[src/rtl/pde_pkg.sv]
package pde_pkg;
  localparam int VEC_W  = 8;
  localparam int DEST_W = 8;
  localparam int DLV_W  = 3;

  typedef struct packed {
    logic [DEST_W-1:0] dest;
    logic              mask;
    logic              trig;   // 1 = level
    logic              pol;    // 1 = active low
    logic              dmode;  // 1 = logical
    logic [DLV_W-1:0]  dlv;
    logic [VEC_W-1:0]  vec;
  } redir_t;

  localparam redir_t REDIR_RESET = '{dest: '0, mask: 1'b1, trig: 1'b0, pol: 1'b0,
                                     dmode: 1'b0, dlv: '0, vec: '0};
endpackage

[src/rtl/pde_pin_slot.sv]
module pde_pin_slot
  import pde_pkg::*;
(
  input  logic             clk,
  input  logic             rst_n,
  input  logic             wr_i,
  input  redir_t           wr_ent_i,
  input  logic             ev_i,
  input  logic             ev_lvl_i,
  input  logic             eoi_v_i,
  input  logic             eoi_lvl_i,
  input  logic [VEC_W-1:0] eoi_vec_i,
  input  logic             grant_i,
  output redir_t           ent_o,
  output logic             pend_o,
  output logic             coal_o
);
  redir_t ent_q, ent_n;
  logic   req_q, req_n, rirr_q, rirr_n, pend_q, pend_n, coal_n;

  // Ordered resolution: entry write, then level update, then end-of-interrupt.
  always_comb begin
    ent_n  = wr_i ? wr_ent_i : ent_q;
    req_n  = req_q;
    rirr_n = wr_i ? 1'b0 : rirr_q;
    pend_n = pend_q & ~grant_i;
    coal_n = 1'b0;
    if (wr_i && ent_n.trig && req_n && !ent_n.mask) begin
      pend_n = 1'b1;
      rirr_n = 1'b1;
    end
    if (ev_i) begin
      if (!(ev_lvl_i ^ ent_n.pol)) begin
        req_n = 1'b0;
      end else begin
        if (ent_n.trig ? !rirr_n : !req_n) begin
          if (!ent_n.mask) begin
            pend_n = 1'b1;
            rirr_n = rirr_n | ent_n.trig;
          end
        end else begin
          coal_n = 1'b1;
        end
        req_n = 1'b1;
      end
    end
    if (eoi_v_i && eoi_lvl_i && ent_n.trig && (ent_n.vec == eoi_vec_i)) begin
      rirr_n = 1'b0;
      if (!ent_n.mask && req_n) begin
        pend_n = 1'b1;
        rirr_n = 1'b1;
      end
    end
  end

  always_ff @(posedge clk or negedge rst_n) begin
    if (!rst_n) begin
      ent_q  <= REDIR_RESET;
      req_q  <= 1'b0;
      rirr_q <= 1'b0;
      pend_q <= 1'b0;
    end else begin
      ent_q  <= ent_n;
      req_q  <= req_n;
      rirr_q <= rirr_n;
      pend_q <= pend_n;
    end
  end

  assign ent_o  = ent_q;
  assign pend_o = pend_q;
  assign coal_o = coal_n;

  // a remote IRR exists only on a level-mode entry
  p_rirr_level_r3: assert property (@(posedge clk) disable iff (!rst_n)
    rirr_q |-> ent_q.trig);
  // a remote IRR rises only while the entry is unmasked
  p_rirr_unmasked_r4: assert property (@(posedge clk) disable iff (!rst_n)
    $rose(rirr_q) |-> !ent_q.mask);
  // an effective-low update leaves the request bit clear
  p_low_clears_r1: assert property (@(posedge clk) disable iff (!rst_n)
    (ev_i && !wr_i && (ev_lvl_i == ent_q.pol)) |=> !req_q);
  // only a pending pin is granted
  p_grant_pending_r9: assert property (@(posedge clk) disable iff (!rst_n)
    grant_i |-> pend_q);
endmodule

[src/rtl/pde_pick.sv]
module pde_pick #(
  parameter int N = 24
) (
  input  logic         clk,
  input  logic         rst_n,
  input  logic [N-1:0] req_i,
  output logic [N-1:0] gnt_o
);
  assign gnt_o = req_i & (~req_i + N'(1));

  // the grant is the single lowest-numbered request
  p_pick_lowest_r9: assert property (@(posedge clk) disable iff (!rst_n)
    (|req_i) |-> ($onehot(gnt_o) && (((gnt_o - N'(1)) & req_i) == '0)));
  p_pick_subset_r9: assert property (@(posedge clk) disable iff (!rst_n)
    (gnt_o & ~req_i) == '0);
endmodule

[src/rtl/pde_msg_out.sv]
module pde_msg_out
  import pde_pkg::*;
#(
  parameter int PW = 5
) (
  input  logic              clk,
  input  logic              rst_n,
  input  logic              have_i,
  input  logic [PW-1:0]     pin_i,
  input  redir_t            ent_i,
  input  logic [DEST_W-1:0] boot_i,
  input  logic              ready_i,
  output logic              take_o,
  output logic              valid_o,
  output logic [PW-1:0]     pin_o,
  output logic [DEST_W-1:0] dest_o,
  output logic [VEC_W-1:0]  vec_o,
  output logic              dmode_o,
  output logic              trig_o,
  output logic [DLV_W-1:0]  dlv_o,
  output logic              level_o
);
  assign take_o = have_i && (!valid_o || ready_i);

  always_ff @(posedge clk or negedge rst_n) begin
    if (!rst_n) begin
      valid_o <= 1'b0;
      level_o <= 1'b0;
      pin_o   <= '0;
      dest_o  <= '0;
      vec_o   <= '0;
      dmode_o <= 1'b0;
      trig_o  <= 1'b0;
      dlv_o   <= '0;
    end else if (take_o) begin
      valid_o <= 1'b1;
      level_o <= 1'b1;
      pin_o   <= pin_i;
      vec_o   <= ent_i.vec;
      trig_o  <= ent_i.trig;
      dlv_o   <= ent_i.dlv;
      if (pin_i == '0) begin
        dest_o  <= boot_i;
        dmode_o <= 1'b0;
      end else begin
        dest_o  <= ent_i.dest;
        dmode_o <= ent_i.dmode;
      end
    end else if (ready_i) begin
      valid_o <= 1'b0;
      level_o <= 1'b0;
    end
  end

  // a stalled message holds still
  p_hold_stable_r9: assert property (@(posedge clk) disable iff (!rst_n)
    (valid_o && !ready_i) |=> (valid_o && $stable(pin_o) && $stable(dest_o) && $stable(vec_o)
                               && $stable(dmode_o) && $stable(trig_o) && $stable(dlv_o)));
  // every message asserts its level
  p_level_high_r8: assert property (@(posedge clk) disable iff (!rst_n)
    valid_o |-> level_o);
  // pin 0 always goes out in physical mode
  p_pin0_phys_r7: assert property (@(posedge clk) disable iff (!rst_n)
    (valid_o && (pin_o == '0)) |-> !dmode_o);
endmodule

[src/rtl/pde_top.sv]
module pde_top
  import pde_pkg::*;
#(
  parameter  int NUM_PINS = 24,
  localparam int PW = (NUM_PINS > 1) ? $clog2(NUM_PINS) : 1
) (
  input  logic              clk,
  input  logic              rst_n,
  input  logic [DEST_W-1:0] boot_id_i,
  input  logic              lvl_valid_i,
  input  logic [PW-1:0]     lvl_pin_i,
  input  logic              lvl_val_i,
  input  logic              cfg_we_i,
  input  logic [PW-1:0]     cfg_pin_i,
  input  logic [VEC_W-1:0]  cfg_vec_i,
  input  logic [DLV_W-1:0]  cfg_dlv_i,
  input  logic              cfg_dmode_i,
  input  logic              cfg_pol_i,
  input  logic              cfg_trig_i,
  input  logic              cfg_mask_i,
  input  logic [DEST_W-1:0] cfg_dest_i,
  input  logic              eoi_valid_i,
  input  logic [VEC_W-1:0]  eoi_vec_i,
  input  logic              eoi_level_i,
  output logic              msg_valid_o,
  input  logic              msg_ready_i,
  output logic [PW-1:0]     msg_pin_o,
  output logic [DEST_W-1:0] msg_dest_o,
  output logic [VEC_W-1:0]  msg_vec_o,
  output logic              msg_dmode_o,
  output logic              msg_trig_o,
  output logic [DLV_W-1:0]  msg_dlv_o,
  output logic              msg_level_o,
  output logic              coal_o,
  output logic [PW-1:0]     coal_pin_o
);
  redir_t              cfg_ent;
  redir_t              ent_a [NUM_PINS];
  logic [NUM_PINS-1:0] pend_v, coal_v, gnt_v;
  logic                take;
  logic [PW-1:0]       sel_pin, coal_idx;
  redir_t              sel_ent;

  assign cfg_ent = '{dest: cfg_dest_i, mask: cfg_mask_i, trig: cfg_trig_i, pol: cfg_pol_i,
                     dmode: cfg_dmode_i, dlv: cfg_dlv_i, vec: cfg_vec_i};

  for (genvar g = 0; g < NUM_PINS; g++) begin : g_pin
    pde_pin_slot u_slot (
      .clk       (clk),
      .rst_n     (rst_n),
      .wr_i      (cfg_we_i && (cfg_pin_i == PW'(g))),
      .wr_ent_i  (cfg_ent),
      .ev_i      (lvl_valid_i && (lvl_pin_i == PW'(g))),
      .ev_lvl_i  (lvl_val_i),
      .eoi_v_i   (eoi_valid_i),
      .eoi_lvl_i (eoi_level_i),
      .eoi_vec_i (eoi_vec_i),
      .grant_i   (gnt_v[g] && take),
      .ent_o     (ent_a[g]),
      .pend_o    (pend_v[g]),
      .coal_o    (coal_v[g])
    );
  end

  pde_pick #(.N(NUM_PINS)) u_pick (
    .clk   (clk),
    .rst_n (rst_n),
    .req_i (pend_v),
    .gnt_o (gnt_v)
  );

  always_comb begin
    sel_pin  = '0;
    sel_ent  = REDIR_RESET;
    coal_idx = '0;
    for (int i = 0; i < NUM_PINS; i++) begin
      if (gnt_v[i]) begin
        sel_pin = PW'(i);
        sel_ent = ent_a[i];
      end
      if (coal_v[i]) coal_idx = PW'(i);
    end
  end

  pde_msg_out #(.PW(PW)) u_out (
    .clk     (clk),
    .rst_n   (rst_n),
    .have_i  (|pend_v),
    .pin_i   (sel_pin),
    .ent_i   (sel_ent),
    .boot_i  (boot_id_i),
    .ready_i (msg_ready_i),
    .take_o  (take),
    .valid_o (msg_valid_o),
    .pin_o   (msg_pin_o),
    .dest_o  (msg_dest_o),
    .vec_o   (msg_vec_o),
    .dmode_o (msg_dmode_o),
    .trig_o  (msg_trig_o),
    .dlv_o   (msg_dlv_o),
    .level_o (msg_level_o)
  );

  always_ff @(posedge clk or negedge rst_n) begin
    if (!rst_n) begin
      coal_o     <= 1'b0;
      coal_pin_o <= '0;
    end else begin
      coal_o     <= |coal_v;
      coal_pin_o <= coal_idx;
    end
  end

  // at most one pin coalesces per cycle
  p_coal_single_r2: assert property (@(posedge clk) disable iff (!rst_n)
    $onehot0(coal_v));
  // a coalesced pulse follows an update by one cycle
  p_coal_after_event_r10: assert property (@(posedge clk) disable iff (!rst_n)
    coal_o |-> $past(lvl_valid_i));
endmodule

[config.mk]
export PLATFORM = sky130hd
export DESIGN_NAME = pde_top
export DESIGN_NICKNAME = d
export VERILOG_FILES = /design/src/rtl/pde_pkg.sv /design/src/rtl/pde_pin_slot.sv /design/src/rtl/pde_pick.sv /design/src/rtl/pde_msg_out.sv /design/src/rtl/pde_top.sv
export SDC_FILE = /design/constraint.sdc
export NUM_CORES = 1
export LEC_CHECK = 0
export ABC_CLOCK_PERIOD_IN_PS = 3600
export CAP_MARGIN = 20
export CORE_MARGIN = 2
export CORE_UTILIZATION = 51
export CTS_CLUSTER_SIZE = 30
export DETAILED_ROUTE_END_ITERATION = 10
export PLACE_DENSITY_LB_ADDON = 0.15
export SYNTH_ARGS = -nofsm -noshare
export SYNTH_HDL_FRONTEND = slang
export SYNTH_SLANG_ARGS = --single-unit
[constraint.sdc]
create_clock -name clk -period 3.6 [get_ports clk]
set_clock_uncertainty 0.1 [all_clocks]
set_input_delay 0.72 -clock clk [delete_from_list [all_inputs] [get_ports clk]]
set_output_delay 0.72 -clock clk [all_outputs]
set_load 0.05 [all_outputs]
Yosys cells after proc, flatten, opt, wreduce, memory -nomap -nowiden --
Index checks and enable logic that the tools add are counted.
Storage, ports and cells: bits in registers 657, output and inout bits 34, word-level logic and storage cells 1318
Cells by class: $add $sub $neg 1, eq/ne operators 70, multiplexer cells 602, bitwise gates (word level) 98, reductions and logical operators 298
Operators by type and width (number):
- $mux W23 | 24
- $mux W1 | 509
- $mux W15 | 24
- $mux W5 | 44
- $logic_and A1 B1 Y1 | 218
- $eq A8 B8 Y1 | 24
- $eq A5 B4 Y1 const B | 16
- $eq A5 B5 Y1 const B | 16
- $logic_not A1 Y1 | 73
- $reduce_or A24 Y1 | 2
- $eq A5 B3 Y1 const B | 8
- $add A24 B1 Y24 const B | 1
- $and A1 B1 Y1 | 24
- $and A24 B24 Y24 | 1
- $not A1 Y1 | 24
- $not A24 Y24 | 1
- $or A1 B1 Y1 | 24
- $xor A1 B1 Y1 | 24
- $eq A5 B2 Y1 const B | 4
- $logic_not A5 Y1 | 3
- $eq A5 B1 Y1 const B | 2
- $mux W8 | 1
- $reduce_bool A2 Y1 | 1
- $logic_or A1 B1 Y1 | 1

Logic depth before layout (Yosys ltp) --
depth after elaboration 35, mapped depth 12, mapped depth without buffers 9

Cells and area by module --
A second synthesis with hierarchy kept.
Second synthesis, totals: cells, all modules 3019, area total of the unflattened synthesis 35076.1 µm²
Modules (own cells, without submodules):
- pde_pin_slot | instances 24, cells an instance 83, area each 1169.9 µm², seq. area each 651.9 µm²
- pde_top | instances 1, cells an instance 885, area each 5532.8 µm², seq. area each 150.1 µm²
- pde_msg_out | instances 1, cells an instance 92, area each 1164.9 µm², seq. area each 675.6 µm²
- pde_pick | instances 1, cells an instance 50, area each 301.5 µm², seq. area each 0.0 µm²

Worst setup path after synthesis --
No wires, ideal clock.
kind in2reg, from input port cfg_pin_i[1], to register g_pin[21].u_slot.rirr_q, library setup time 0.125 ns, arrival 2.843 ns, data required time 3.375 ns, setup slack 0.532 ns, cell stages on the path 10, path through buf_2 -> nand2b_1 -> buf_2 -> nor2_2 -> buf_2 -> mux2_2 -> xnor2_1 -> nand3_1 -> or4_1 -> mux2i_1
RTL lines:
- from (decl) | RTL line pde_top.sv:14 | input logic [PW-1:0] cfg_pin_i,
- to (signal assigned) | RTL line pde_pin_slot.sv:65 | rirr_q <= rirr_n;
- to (decl) | RTL line pde_pin_slot.sv:19 | logic req_q, req_n, rirr_q, rirr_n, pend_q, pend_n, coal_n;

Worst setup path after layout --
from register g_pin[4].u_slot.pend_q, to register u_out.trig_o
On the way: longest elaborated chain between the ends 23, elaborated cells between the ends (all ways) 25, those cells by class add/sub: 1; mux: 20; bitwise: 2; reduce/logical: 2
Ends and longest elaborated chain:
- from (decl) | RTL line pde_pin_slot.sv:19
- from (signal assigned) | RTL line pde_pin_slot.sv:66 | pend_q <= pend_n;
- $not A24 Y24 | RTL line pde_pick.sv:9 | assign gnt_o = req_i & (~req_i + N'(1));
- $add A24 B1 Y24 | RTL line pde_pick.sv:9
- $and A24 B24 Y24 | RTL line pde_pick.sv:9
- $mux W23 (20 in series) | RTL line pde_top.sv:77 | if (gnt_v[i]) begin
- to (signal assigned) | RTL line pde_msg_out.sv:40 | trig_o <= ent_i.trig;
- to (decl) | RTL line pde_msg_out.sv:19 | output logic trig_o,
Parallel ways exist; a longest one is shown, timed or not. A chain may end at the register's enable or synchronous reset.

==> key figures <==
Placement
  • DP HPWL: 93.0 mm
  • GPL Wtd Cong: 1.01
  • Port Buf Inserts: 90
  • Dpl cells: 4581
  • Pre-CTS setup slack: -218 ps

Die
  • DIE AREA: 69200 sq um
  • Horiz. Die Dim: 263 microns
  • Core footprint: 66100 sq um
  • Die Y: 263 microns
  • Initial core utilization: 51.8%
  • Floorplan row count: 94
  • IO Pins: 91

Setup path
  • Worst Path Buf+Inv: 3
  • Critical path startpoint: g_pin[4].u_slot.pend_o
  • Worst EP required: 4000 ps
  • Path type of the worst setup path: register to register
  • Worst Setup EP: u_out.trig_o
  • Crit. path cell count: 9
  • Crit. End Element: register
  • Top delay family on crit path: compound AO/OA/AOI/OAI gates
  • RR Startpoint: g_pin[4].u_slot.pend_o
  • CP startpoint kind: register
  • Crit path DAT: 4020 ps
  • Crit path largest cell delay: 800 ps
  • Worst-path cell chain: clkinv_1 -> and4_1 -> buf_4 -> a2111oi_1 -> buf_4 -> a31oi_1 -> o22ai_1 -> nand4_1 -> a221o_1
  • Crit Reg-Reg Endpoint: u_out.trig_o
  • Reg2Reg Depth: 9
  • CP max-delay cell: dfrtp_1
  • Crit-path most repeated cell: buf_4
  • Reg2Reg Setup Slack: -30 ps
  • Peak fanout along the critical path: 16

Run status
  • Failing checks: negative setup slack
  • Status: complete, but fails checks

Global routing
  • Initial antenna violation count: 3
  • Total congestion overflow: 0
  • Vias in the first global route: 30.1k
  • First-pass GRT wire length: 190 mm
  • Largest net degree at the start of global routing: 89
  • Tot GR Track Use: 36.1%

Finish
  • Post-Layout Cell Count: 4720
  • Layout Utilization: 61.9%
  • Nets@finish: 3853
  • Area Overhead vs Synth: 19.6%
  • Layout cell share with drive strength beyond 1: 24.7%

Logic synthesis
  • Synth area leaders: dfrtp_1 46%, mux2_2 11%, nand2_1 8.4%, xnor2_1 3.7%, o21ai_0 1.9%
  • Syn nets: 3548
  • Synth area leader: dfrtp_1
  • Netlist Area Pre-Place: 34200 sq um
  • Cells after Synth: 3491
  • Top FF cell, synth: dfrtp_1
  • Syn. warnings: 0
  • Avg Inst Size Synth: 9.80 sq um
  • Post-synth top area share: 46.3%
  • Ys async rst share: 100%
  • EDFF count, synth: 0
  • Netlist cell types: 93
  • Sequential area share after synthesis: 48.1%
  • Flops & latches, synth: 657

Power and ir drop
  • Pleak: 19.2 nW
  • Power Total: 0.0272 W
  • Peak supply drop: 485 uV
  • Power per cell area: 664 nW/um^2

STA
  • Setup-failing EPs final: 1
  • Worst slew margin: 23.9%
  • Worst-Margin Slew: 1140 ps
  • Max-slew violations: 0
  • Period utilization: 101%
  • Final hold vios: 0
  • Final hold slack: 22.7 ps
  • Fmax: 0.276 GHz
  • Min Tclk post-route: 3630 ps
  • Setup WS post-layout: -25.0 ps
  • RSZ-0062 raised after global routing: no

Detailed routing
  • DRT antenna net count: 0
  • Starting DRT DRC Count: 3083
  • Post-route DRC: 0
  • Vias per cell: 6.31
  • Vias post-DR: 29.8k
  • Routed WL: 126 mm
  • Avg WL per Cell: 26.6 microns
  • Pre-Repair DR Iteration Count: 8

Min path
  • Hold Crit Class: primary input to asynchronous set/reset pin

Clocking
  • Total CTS buffers: 74
  • Hold buffers post-CTS: 0
  • CTS root buffer: clkbuf_16
  • Clk pin slew, worst setup/hold paths: 60 ps
  • Clock Latency Late Sink: 630 ps
  • CTS tree: yes
  • # clock sinks: 657
  • Htree depth: 3
  • CTS max path bufs: 3

Flow run
  • Maxcap violations: 0
## layout by cell type (no fill, tap or decap), types with 19 or more instances in the layout
master / n
dfstp_2: 24
xor2_1: 54
nand2b_1: 39
nand4_1: 44
dfrtp_1: 632
inv_1: 46
mux2i_1: 55
xnor2_1: 145
buf_12: 30
nand2_1: 767
mux2_2: 338
buf_4: 360
nor3_1: 49
o22ai_1: 27
a221o_1: 20
a21o_1: 20
nand3_1: 89
a31oi_1: 21
a21oi_1: 122
nor4_1: 25
and3_1: 24
nor2_1: 142
a222oi_1: 19
o21ai_0: 131
a221oi_1: 54
clkdlybuf4s50_1: 86
clkbuf_16: 75
a22oi_1: 44
## through the flow
| step | TNS [ps] | instance area, sq um |
|---|---|---|
| floorplan | 0 | 34200 |
| global placement | -1990 | 38400 |
| detailed placement | -3680 | 38400 |
| CTS | 0 | 40900 |
| global route | 0 | 40900 |
| finish | -25.0 | 40900 |
## worst min path at each step
stage	from	end	slack, ps	cells after the start
CTS	rst_n	g_pin[1].u_slot.ent_o[19]	60	1
floorplan	rst_n	coal_o	320	0
detailed placement	g_pin[14].u_slot.ent_o[21]	g_pin[14].u_slot.ent_o[21]	350	2
global placement	g_pin[14].u_slot.ent_o[20]	g_pin[14].u_slot.ent_o[20]	350	2
global route	rst_n	g_pin[1].u_slot.ent_o[21]	60	1
finish	rst_n	g_pin[1].u_slot.ent_o[17]	20	1
## flip-flops by register name, summed over array words and instances (netlist names), 5 cells and up
register             count
g_pin.u_slot.req_q      24
u_out.vec_o              8
g_pin.u_slot.ent_o     552
coal_pin_o               5
g_pin.u_slot.rirr_q     24
g_pin.u_slot.pend_o     24
u_out.dest_o             8
u_out.pin_o              5
## final cells by class
type                       instances  area, sq um
clock inverter                    28          308
clock buffer                     107         2180
timing repair buffer             480         4190
sequential                       657        16500
fill                            5439        25200
antenna                            1         2.50
multi-input combinational       2533        16500
tap                              864         1080
inverter                          50          188
## kinds of logic after synthesis
| logic type | Yosys count | share of synthesized area [%] |
|---|---|---|
| AOI/OAI and AO/OA | 599 | 12.0 |
| xor gates and xnor gates | 199 | 5.09 |
| buffers and inverters | 301 | 3.73 |
| DFF | 657 | 48.1 |
| muxes | 394 | 12.8 |
| and+or+nand+nor | 1341 | 18.3 |
## synthesized netlist by cell type, drive strengths merged, types with 13 or more instances
library cell and number:
o211ai 14, o21ai 133, clkbuf 162, or4 14, a31oi 21, mux2i 55, dfrtp 633, a222oi 19
buf 89, o221ai 18, xnor2 145, nand3 90, nand3b 16, and2 14, and3 24, nor3 55
a221oi 55, a221o 20, nor2 146, nand2 777, a21oi 122, a211oi 18, nand2b 39, nand4 46
or2 13, a22oi 44, inv 48, o22ai 27, mux2 339, a21o 20, nor2b 17, xor2 54
nor4 33, dfstp 24
## power breakdown
group          switching (W)  internal (W)  total, W
Combinational        0.00581       0.00362   0.00943
Clock                0.00323       0.00458   0.00781
Sequential           0.00102       0.00892   0.00994
## routing by layer
metal	vias to the layer above	part of all wire [%]	track usage (%)
met4	4	5.6	18.1
met2	1551	44	54.1
li1	12924	-	-
met5	-	0.016	0
met1	14975	42	50.2
met3	331	8.9	7.19
## what timing repair did
| action | CTS | global route |
|---|---|---|
| setup endpoints to repair | 2 | 6 |
| resized for setup | 2 | 1 |
| setup buffers | 0 | 3 |
| endpoints found under the hold margin | 0 | 0 |
| pin swaps | 0 | 2 |
Power figures use the tool's default switching activity.
